$ cat config.mk
export PLATFORM = sky130hd
export DESIGN_NAME = quad_stack_unit
export DESIGN_NICKNAME = d
export VERILOG_FILES = /design/src/rtl/stk_pkg.sv /design/src/rtl/stk_ptr_calc.sv /design/src/rtl/stk_flag_bank.sv /design/src/rtl/stk_ram.sv /design/src/rtl/quad_stack_unit.sv
export SDC_FILE = /design/constraint.sdc
export NUM_CORES = 2
export LEC_CHECK = 0
export BUFFER_PORTS_ARGS = -buffer_cell sky130_fd_sc_hd__buf_2
export CORE_ASPECT_RATIO = 0.7
export CORE_MARGIN = 10
export CORE_UTILIZATION = 50
export DETAILED_ROUTE_END_ITERATION = 7
export PLACE_DENSITY = 0.68
export SYNTH_ARGS = -nofsm -noshare
export SYNTH_HDL_FRONTEND = slang
export SYNTH_HIERARCHICAL = 1
export SYNTH_SLANG_ARGS = --single-unit
$ cat constraint.sdc
create_clock -name clk -period 4.2 [get_ports clk]
set_input_delay 0.84 -clock clk [delete_from_list [all_inputs] [get_ports clk]]
set_output_delay 0.84 -clock clk [all_outputs]
set_load 0.01 [all_outputs]
$ cat src/rtl/stk_pkg.sv
package stk_pkg;
    localparam int STK_DATA_W = 16;
    localparam int STK_COUNT  = 4;
    localparam int STK_DEPTH  = 64;
    localparam int STK_ADJ_W  = 4;
endpackage

$ cat src/rtl/stk_ptr_calc.sv
module stk_ptr_calc #(
    parameter int SEL_W = 2,
    parameter int IDX_W = 6,
    parameter int ADJ_W = 4,
    localparam int PTR_W = SEL_W + IDX_W
) (
    input  logic [PTR_W-1:0] ptr,
    input  logic [ADJ_W-1:0] adj,
    output logic [PTR_W-1:0] ptr_step,
    output logic             ovf_hit,
    output logic             unf_hit
);
    localparam int SUM_W = IDX_W + 2;

    logic signed [SUM_W-1:0] idx_ext;
    logic signed [SUM_W-1:0] adj_ext;
    logic signed [SUM_W-1:0] sum;

    always_comb begin
        idx_ext  = $signed({2'b00, ptr[IDX_W-1:0]});
        adj_ext  = $signed({{(SUM_W-ADJ_W){adj[ADJ_W-1]}}, adj});
        sum      = idx_ext + adj_ext;
        unf_hit  = sum[SUM_W-1];
        ovf_hit  = !sum[SUM_W-1] && sum[IDX_W];
        ptr_step = {ptr[PTR_W-1:IDX_W], sum[IDX_W-1:0]};
    end
endmodule

$ cat src/rtl/stk_flag_bank.sv
module stk_flag_bank #(
    parameter int COUNT = 4,
    localparam int SEL_W = $clog2(COUNT)
) (
    input  logic             clk,
    input  logic             rst_n,
    input  logic             chk_en,
    input  logic [SEL_W-1:0] sel,
    input  logic             ovf_hit,
    input  logic             unf_hit,
    output logic [COUNT-1:0] ovf_q,
    output logic [COUNT-1:0] unf_q
);
    typedef struct packed {
        logic [COUNT-1:0] ovf;
        logic [COUNT-1:0] unf;
    } flags_t;

    flags_t flags_d, flags_q;

    for (genvar g = 0; g < COUNT; g++) begin : g_stack
        always_comb begin
            flags_d.ovf[g] = flags_q.ovf[g] | (chk_en && (sel == SEL_W'(g)) && ovf_hit);
            flags_d.unf[g] = flags_q.unf[g] | (chk_en && (sel == SEL_W'(g)) && unf_hit);
        end
    end

    always_ff @(posedge clk) begin
        if (!rst_n) flags_q <= '0;
        else        flags_q <= flags_d;
    end

    assign ovf_q = flags_q.ovf;
    assign unf_q = flags_q.unf;

    a_r7_ovf_sticky: assert property (@(posedge clk) disable iff (!rst_n)
        1'b1 |=> ((ovf_q & $past(ovf_q)) == $past(ovf_q)));
    a_r7_unf_sticky: assert property (@(posedge clk) disable iff (!rst_n)
        1'b1 |=> ((unf_q & $past(unf_q)) == $past(unf_q)));
    a_r7_one_stack: assert property (@(posedge clk) disable iff (!rst_n)
        1'b1 |=> ($countones({ovf_q ^ $past(ovf_q), unf_q ^ $past(unf_q)}) <= 1));
endmodule

$ cat src/rtl/stk_ram.sv
module stk_ram #(
    parameter int DATA_W = 16,
    parameter int WORDS  = 256,
    localparam int ADDR_W = $clog2(WORDS)
) (
    input  logic              clk,
    input  logic              rst_n,
    input  logic              rd_en,
    input  logic [ADDR_W-1:0] rd_addr,
    input  logic              wr_en,
    input  logic [ADDR_W-1:0] wr_addr,
    input  logic [DATA_W-1:0] wr_data,
    output logic [DATA_W-1:0] rd_data
);
    logic [DATA_W-1:0] mem [WORDS];
    logic [DATA_W-1:0] rdata_d, rdata_q;

    always_comb begin
        rdata_d = rdata_q;
        if (rd_en) rdata_d = mem[rd_addr];
    end

    always_ff @(posedge clk) begin
        if (!rst_n) rdata_q <= '0;
        else        rdata_q <= rdata_d;
    end

    always_ff @(posedge clk) begin
        if (wr_en) mem[wr_addr] <= wr_data;
    end

    assign rd_data = rdata_q;

    a_r3_hold_rdata: assert property (@(posedge clk) disable iff (!rst_n)
        !rd_en |=> $stable(rd_data));
endmodule

$ cat src/rtl/quad_stack_unit.sv
module quad_stack_unit #(
    parameter int DATA_W = stk_pkg::STK_DATA_W,
    parameter int COUNT  = stk_pkg::STK_COUNT,
    parameter int DEPTH  = stk_pkg::STK_DEPTH,
    parameter int ADJ_W  = stk_pkg::STK_ADJ_W,
    localparam int SEL_W = $clog2(COUNT),
    localparam int IDX_W = $clog2(DEPTH),
    localparam int PTR_W = SEL_W + IDX_W
) (
    input  logic              clk,
    input  logic              rst_n,
    input  logic              op_en,
    input  logic              op_wr,
    input  logic [ADJ_W-1:0]  adj_fld,
    input  logic [DATA_W-1:0] wr_data,
    input  logic              ptr_ld,
    input  logic [PTR_W-1:0]  ptr_ld_val,
    output logic [DATA_W-1:0] rd_data,
    output logic [PTR_W-1:0]  sp,
    output logic [COUNT-1:0]  ovf_flags,
    output logic [COUNT-1:0]  unf_flags
);
    typedef struct packed {
        logic [PTR_W-1:0] ptr;
    } core_t;

    core_t core_d, core_q;

    logic [PTR_W-1:0] ptr_step;
    logic             ovf_hit, unf_hit;
    logic             step_en;
    logic [PTR_W-1:0] wr_addr;

    stk_ptr_calc #(.SEL_W(SEL_W), .IDX_W(IDX_W), .ADJ_W(ADJ_W)) u_calc (
        .ptr      (core_q.ptr),
        .adj      (adj_fld),
        .ptr_step (ptr_step),
        .ovf_hit  (ovf_hit),
        .unf_hit  (unf_hit)
    );

    always_comb begin
        core_d  = core_q;
        step_en = op_en && !ptr_ld;
        wr_addr = ptr_ld ? core_q.ptr : ptr_step;
        if (ptr_ld)       core_d.ptr = ptr_ld_val;
        else if (op_en)   core_d.ptr = ptr_step;
    end

    always_ff @(posedge clk) begin
        if (!rst_n) core_q <= '0;
        else        core_q <= core_d;
    end

    stk_flag_bank #(.COUNT(COUNT)) u_flags (
        .clk     (clk),
        .rst_n   (rst_n),
        .chk_en  (step_en),
        .sel     (core_q.ptr[PTR_W-1:IDX_W]),
        .ovf_hit (ovf_hit),
        .unf_hit (unf_hit),
        .ovf_q   (ovf_flags),
        .unf_q   (unf_flags)
    );

    stk_ram #(.DATA_W(DATA_W), .WORDS(COUNT*DEPTH)) u_ram (
        .clk     (clk),
        .rst_n   (rst_n),
        .rd_en   (op_en && !op_wr),
        .rd_addr (core_q.ptr),
        .wr_en   (op_en && op_wr),
        .wr_addr (wr_addr),
        .wr_data (wr_data),
        .rd_data (rd_data)
    );

    assign sp = core_q.ptr;

    a_r2_sel_fixed: assert property (@(posedge clk) disable iff (!rst_n)
        (op_en && !ptr_ld) |=> (sp[PTR_W-1:IDX_W] == $past(sp[PTR_W-1:IDX_W])));
    a_r8_load: assert property (@(posedge clk) disable iff (!rst_n)
        ptr_ld |=> (sp == $past(ptr_ld_val)));
    a_r8_no_flag: assert property (@(posedge clk) disable iff (!rst_n)
        ptr_ld |=> ($stable(ovf_flags) && $stable(unf_flags)));
    a_r9_idle: assert property (@(posedge clk) disable iff (!rst_n)
        (!op_en && !ptr_ld) |=> ($stable(sp) && $stable(ovf_flags) && $stable(unf_flags)));
endmodule

## Yosys cells after proc, flatten, opt, wreduce, memory -nomap -nowiden

Memory sizes are Yosys's and may differ from the RTL's. A register that Yosys moved wholly into a read port is not among the register bits.
Index checks and enable logic that the tools add are counted.

- Register bits after elaboration: 16
- RAM bits: 4096
- Input bits: 33
- Output and inout port bits: 32
- Word-level logic and storage cells: 44
- Memories kept: 1

- Add/subtract/negate cells: 1
- Equality and inequality tests: 3
- Multiplexer cells: 5
- Bitwise operators: 8
- Reductions and logical operators: 22

Memories:

| name | words | width | read ports | clocked after Yosys merged registers in | wr ports | line | source |
|---|---|---|---|---|---|---|---|
| u_ram.mem | 256 | 16 | 1 | 1 | 1 | stk_ram.sv:15 | `logic [DATA_W-1:0] mem [WORDS];` |

Operators with widths:

| operator | count |
|---|---|
| 1-bit logical AND | 16 |
| 6-bit 2-to-1 mux | 2 |
| 7-bit by 4-bit adder with 8-bit output | 1 |
| 8-bit 2-to-1 mux | 1 |
| 1-bit OR | 8 |
| 2-bit equality test (second input constant) | 2 |
| 1-bit logical NOT | 4 |
| 2-bit by 1-bit equality test with 1-bit output (second input constant) | 1 |
| 2-bit logical NOT | 1 |
| 1-bit 2-to-1 mux | 2 |
| 2-bit nonzero test | 1 |

## Logic depth before layout (Yosys ltp)

- Word-level depth: 5
- Gate-level depth with buffers: 13
- Depth with buffers taken out: 9

## Hierarchy

Netlist, hierarchy kept.

By module, submodules not included:

| module | instances | cells an instance | area each (µm²) |
|---|---|---|---|
| stk_ram | 1 | 7586 | 158923.7 |
| quad_stack_unit | 1 | 47 | 543.0 |
| stk_flag_bank | 1 | 24 | 305.3 |
| stk_ptr_calc | 1 | 36 | 299.0 |

## Worst setup path after synthesis

Ideal clock, no wire load.

- Kind: input port to flip-flop
- Start: input adj_fld[0]
- End: memory u_ram.mem[204][0], enable pin
- Library setup time: 388 ps
- Arrival time: 3637 ps
- Required time: 3812 ps
- Path slack: 174 ps
- Cell stages on the path: 10
- Path buffers: 1
- Path through: ha_1 > fa_1 > a21o_1 > a21oi_1 > xnor2_1 > mux2_1 > nor2_1 > nand4_1 > clkbuf_1 > nor2_1

- Longest elaborated chain between the ends: 2

RTL lines:

| element | line | source |
|---|---|---|
| start: declaration | quad_stack_unit.sv:14 | `input logic [ADJ_W-1:0] adj_fld,` |
| 7-bit by 4-bit adder with 8-bit output | stk_ptr_calc.sv:22 | `sum = idx_ext + adj_ext;` |
| net ptr_step[4] | quad_stack_unit.sv:29 | `logic [PTR_W-1:0] ptr_step;` |
| 6-bit 2-to-1 mux | quad_stack_unit.sv:45 | `wr_addr = ptr_ld ? core_q.ptr : ptr_step;` |
| net wr_addr[4] | quad_stack_unit.sv:32 | `logic [PTR_W-1:0] wr_addr;` |
| end: declaration | stk_ram.sv:15 |  |

The timed path passes the listed nets, and every way through them passes these cells.

==> flow_summary.ini <==
[timing]
drv_slew = 1
setup_violations = 2
max_slew_margin_pct = -1.396
finalHoldViolCount = 0
fmax_mhz = 234.4
fin_ws_ps = -66.04
finalCritPeriodShare_pct = 101.6
finalSetupTns_ps = -100.9
min_period_ps = 4266
worst_pin_slew_ps = 1521
finClkSkew_ps = 68.80
worst_hold_slack_ps = 207.3

[final_layout]
num-nets-final = 8516
fin_area_mm2 = 0.1846
stdcell_count = 12990
area_growth_pct = 15.34
nFillCells = 22330
drive_gt1_share_pct = 24.98

[synth]
syn_avg_cell_area_um2 = 20.81
ys_types = 80
syn_area_mm2 = 0.1601
synth_top_area_share_pct = 76.84
ys_seq_area_share_pct = 77.24
synth_top_cell_by_area = edfxtp_1
synthFlopType = edfxtp_1
synth_edf_count = 4096
ys.warnings.count = 6
synthTopCellsByArea = edfxtp_1 (77%), mux4_2 (9.5%), mux2i_1 (4.3%)
async_flop_share_pct = 0
ys_ff_latch = 4128
syn_nets = 7734
synth_cells = 7693

[power]
p_int_mw = 67.29
clockPowerShare_pct = 39.5
p_total_mw = 87.37
vdd.ir_drop.worst_mv = 0.3925
p_leak_nw = 58.22
p_sw_share_pct = 22.99
p_per_area_mw_per_mm2 = 473.2
combPwrFrac_pct = 8.5
p_sw_mw = 20.08
seqPwrFrac_pct = 52.0

[routing]
wl_met1_um = 176700
vias = 85780
first_iter_violations = 14890
wl_met3_um = 81360
routed_via_density = 6.606
wire_per_inst_um = 36.20
met2_wirelength_um = 198300
top_layer = met5
wirelength_um = 470000
drtPass1Iterations = 7
route.antenna.remaining_nets = 0
drc = 0

[min_path]
min_to = sp[7]$_SDFFE_PN0P_
hold_path_class = primary input to flip-flop
hold_start = ptr_ld_val[7]
hold_path_depth = 3

[worst_setup_path]
critPathArrivalTime_ps = 5110
worstReg2RegEnd = u_ram/rd_data[3]$_SDFFE_PN0P_
r2r_setup_slack_ps = -70
r2r_start = sp[0]$_SDFFE_PN0P_
crit_type = flip-flop to flip-flop
cp_max_fo = 43
crit_path_start_kind = flip-flop
required_ps = 5050
reg2reg_depth = 10
end_kind = flip-flop

[cts]
post-cts-setup-buffers = 0
cts-htree-levels = 5
cts_tree = built
numClockSinks = 4128
clkTransAtPathRegs_ps = 70
clk_path_buf_depth = 4
numCtsBuffers = 373
clock_latency_ps = 950
clockRootBuffer = clkbuf_16

[floorplan]
num_io_pins = 65
chipHeight_um = 493.4
core_region_area_mm2 = 0.3180
dieWidth_um = 696.3
die_area_mm2 = 0.3435
initial_core_util_pct = 50.34
rows = 173

[place]
dp_hpwl_um = 303200
dpl_cell_area_mm2 = 0.1724
post-place-cells = 12300
gp_congestion = 0.9776
port_buffers = 64

[global_route]
grt_pass1_wl_um = 650800
antenna_found_initial = 26
grt_pass1_vias = 81530
overflow = 0
track_usage_pct = 26.79
grt_max_degree = 108

[status]
status = complete, but fails checks
failed_checks = max-slew violations, negative setup slack

[job]
drv_cap = 0
[cells by family after synthesis]
kind of cell	share of synthesized area, %
and+or+nand+nor	2.042
AOI/OAI and AO/OA	4.008
xor gates and xnor gates	0.02736
muxes	14.49
buffers and inverters	2.128
DFF	77.24
adders and majority gates	0.06722
[flip-flops by register name, summed over array words and instances (netlist names)]
signal         cells
u_flags/ovf_q      4
sp                 8
u_ram/mem       4096
u_flags/unf_q      4
u_ram/rd_data     16
[worst max-delay path, stage by stage (launching register included)]
cell and delay, ps:
dfxtp_4 600, buf_4 290, buf_12 190, buf_12 300, buf_4 380, mux2i_1 120
o221ai_1 400, o22ai_1 150, o21ai_0 810, a21oi_1 490, o31ai_1 320
[power groups by stage]
stage | combinational [mW] | clock (mW) | sequential [mW]
after CTS | 7.19 | 34.8 | 45.5
after global placement | 7.09 | 0 | 46.4
after detailed placement | 7.17 | 0 | 46.4
final | 7.42 | 34.5 | 45.5
after floorplan | 3.66 | 0 | 46.3
after global routing | 7.56 | 36.4 | 45.4
[metal layers]
layer / up-vias / track usage, %
li1: 33840 / -
met1: 44570 / 38.52
met2: 6581 / 37.25
met3: 766 / 12.28
met4: 26 / 6.687
met5: - / 0
[what timing repair did]
| action | CTS | global route |
|---|---|---|
| setup endpoints to repair | 3 | 2 |
| resized for setup | 3 | 2 |
| cloned | 0 | 0 |
| hold buffers | 0 | 0 |
| pin swaps | 0 | 0 |
[cells in the mapped netlist (all sizes together), types with 12 or more instances]
cell        n
a22o       12
mux2       22
mux2i     695
a221oi     18
nor2      294
o22ai     230
o221ai    128
nand2     239
nand3      69
o21ai      97
a211oi     88
and3       12
nand4      23
clkbuf    167
dfxtp      32
nor3       40
a21oi     136
edfxtp   4096
buf       295
mux4      704
nor2b      14
a22oi      73
a2111oi    49
[placed cells by master, fill, tap and decap left out, drive strengths merged, types with 40 or more instances in the layout]
cell,count
a211oi,88
clkbuf,457
o221ai,128
a22oi,73
bufinv,45
o22ai,230
clkinv,147
nand2,239
a21oi,136
nor2,294
a2111oi,49
nand3,69
mux2i,695
o21ai,97
buf,868
mux4,704
edfxtp,4096
nor3,40
[cell type report]
cell class                 instances  area, µm²  share of cell area [%]
antenna                           12      30.03                 0.01627
clock buffer                     455       9852                   5.336
clock inverter                   219       2310                   1.251
inverter                           9      42.54                 0.02304
multi-input combinational       3093      33310                   18.04
sequential                      4128     123700                   66.98
tap                             4200       5255                   2.846
timing repair buffer             870      10170                   5.509
[worst max-delay path by stage]
stage	start	endpoint	slack, ps
final	sp[0]$_SDFFE_PN0P_	u_ram/rd_data[3]$_SDFFE_PN0P_	-70
after global routing	sp[0]$_SDFFE_PN0P_	u_ram/rd_data[3]$_SDFFE_PN0P_	-10
after CTS	sp[0]$_SDFFE_PN0P_	u_ram/rd_data[11]$_SDFFE_PN0P_	80
after detailed placement	sp[0]$_SDFFE_PN0P_	u_ram/rd_data[2]$_SDFFE_PN0P_	-20
after global placement	sp[0]$_SDFFE_PN0P_	u_ram/rd_data[1]$_SDFFE_PN0P_	-520
after floorplan	adj_fld[0]	u_ram/mem[204][0]$_DFFE_PP_	170
[metrics by stage]
step | worst slack, ps | util [%]
floorplan | 174.2 | -
global route | -12.82 | 58.05
CTS | 79.40 | 58.04
global placement | -519.0 | 54.21
finish | -66.04 | 58.06
detailed placement | -24.37 | 54.22
No activity file was read; power rests on OpenSTA's default activity.
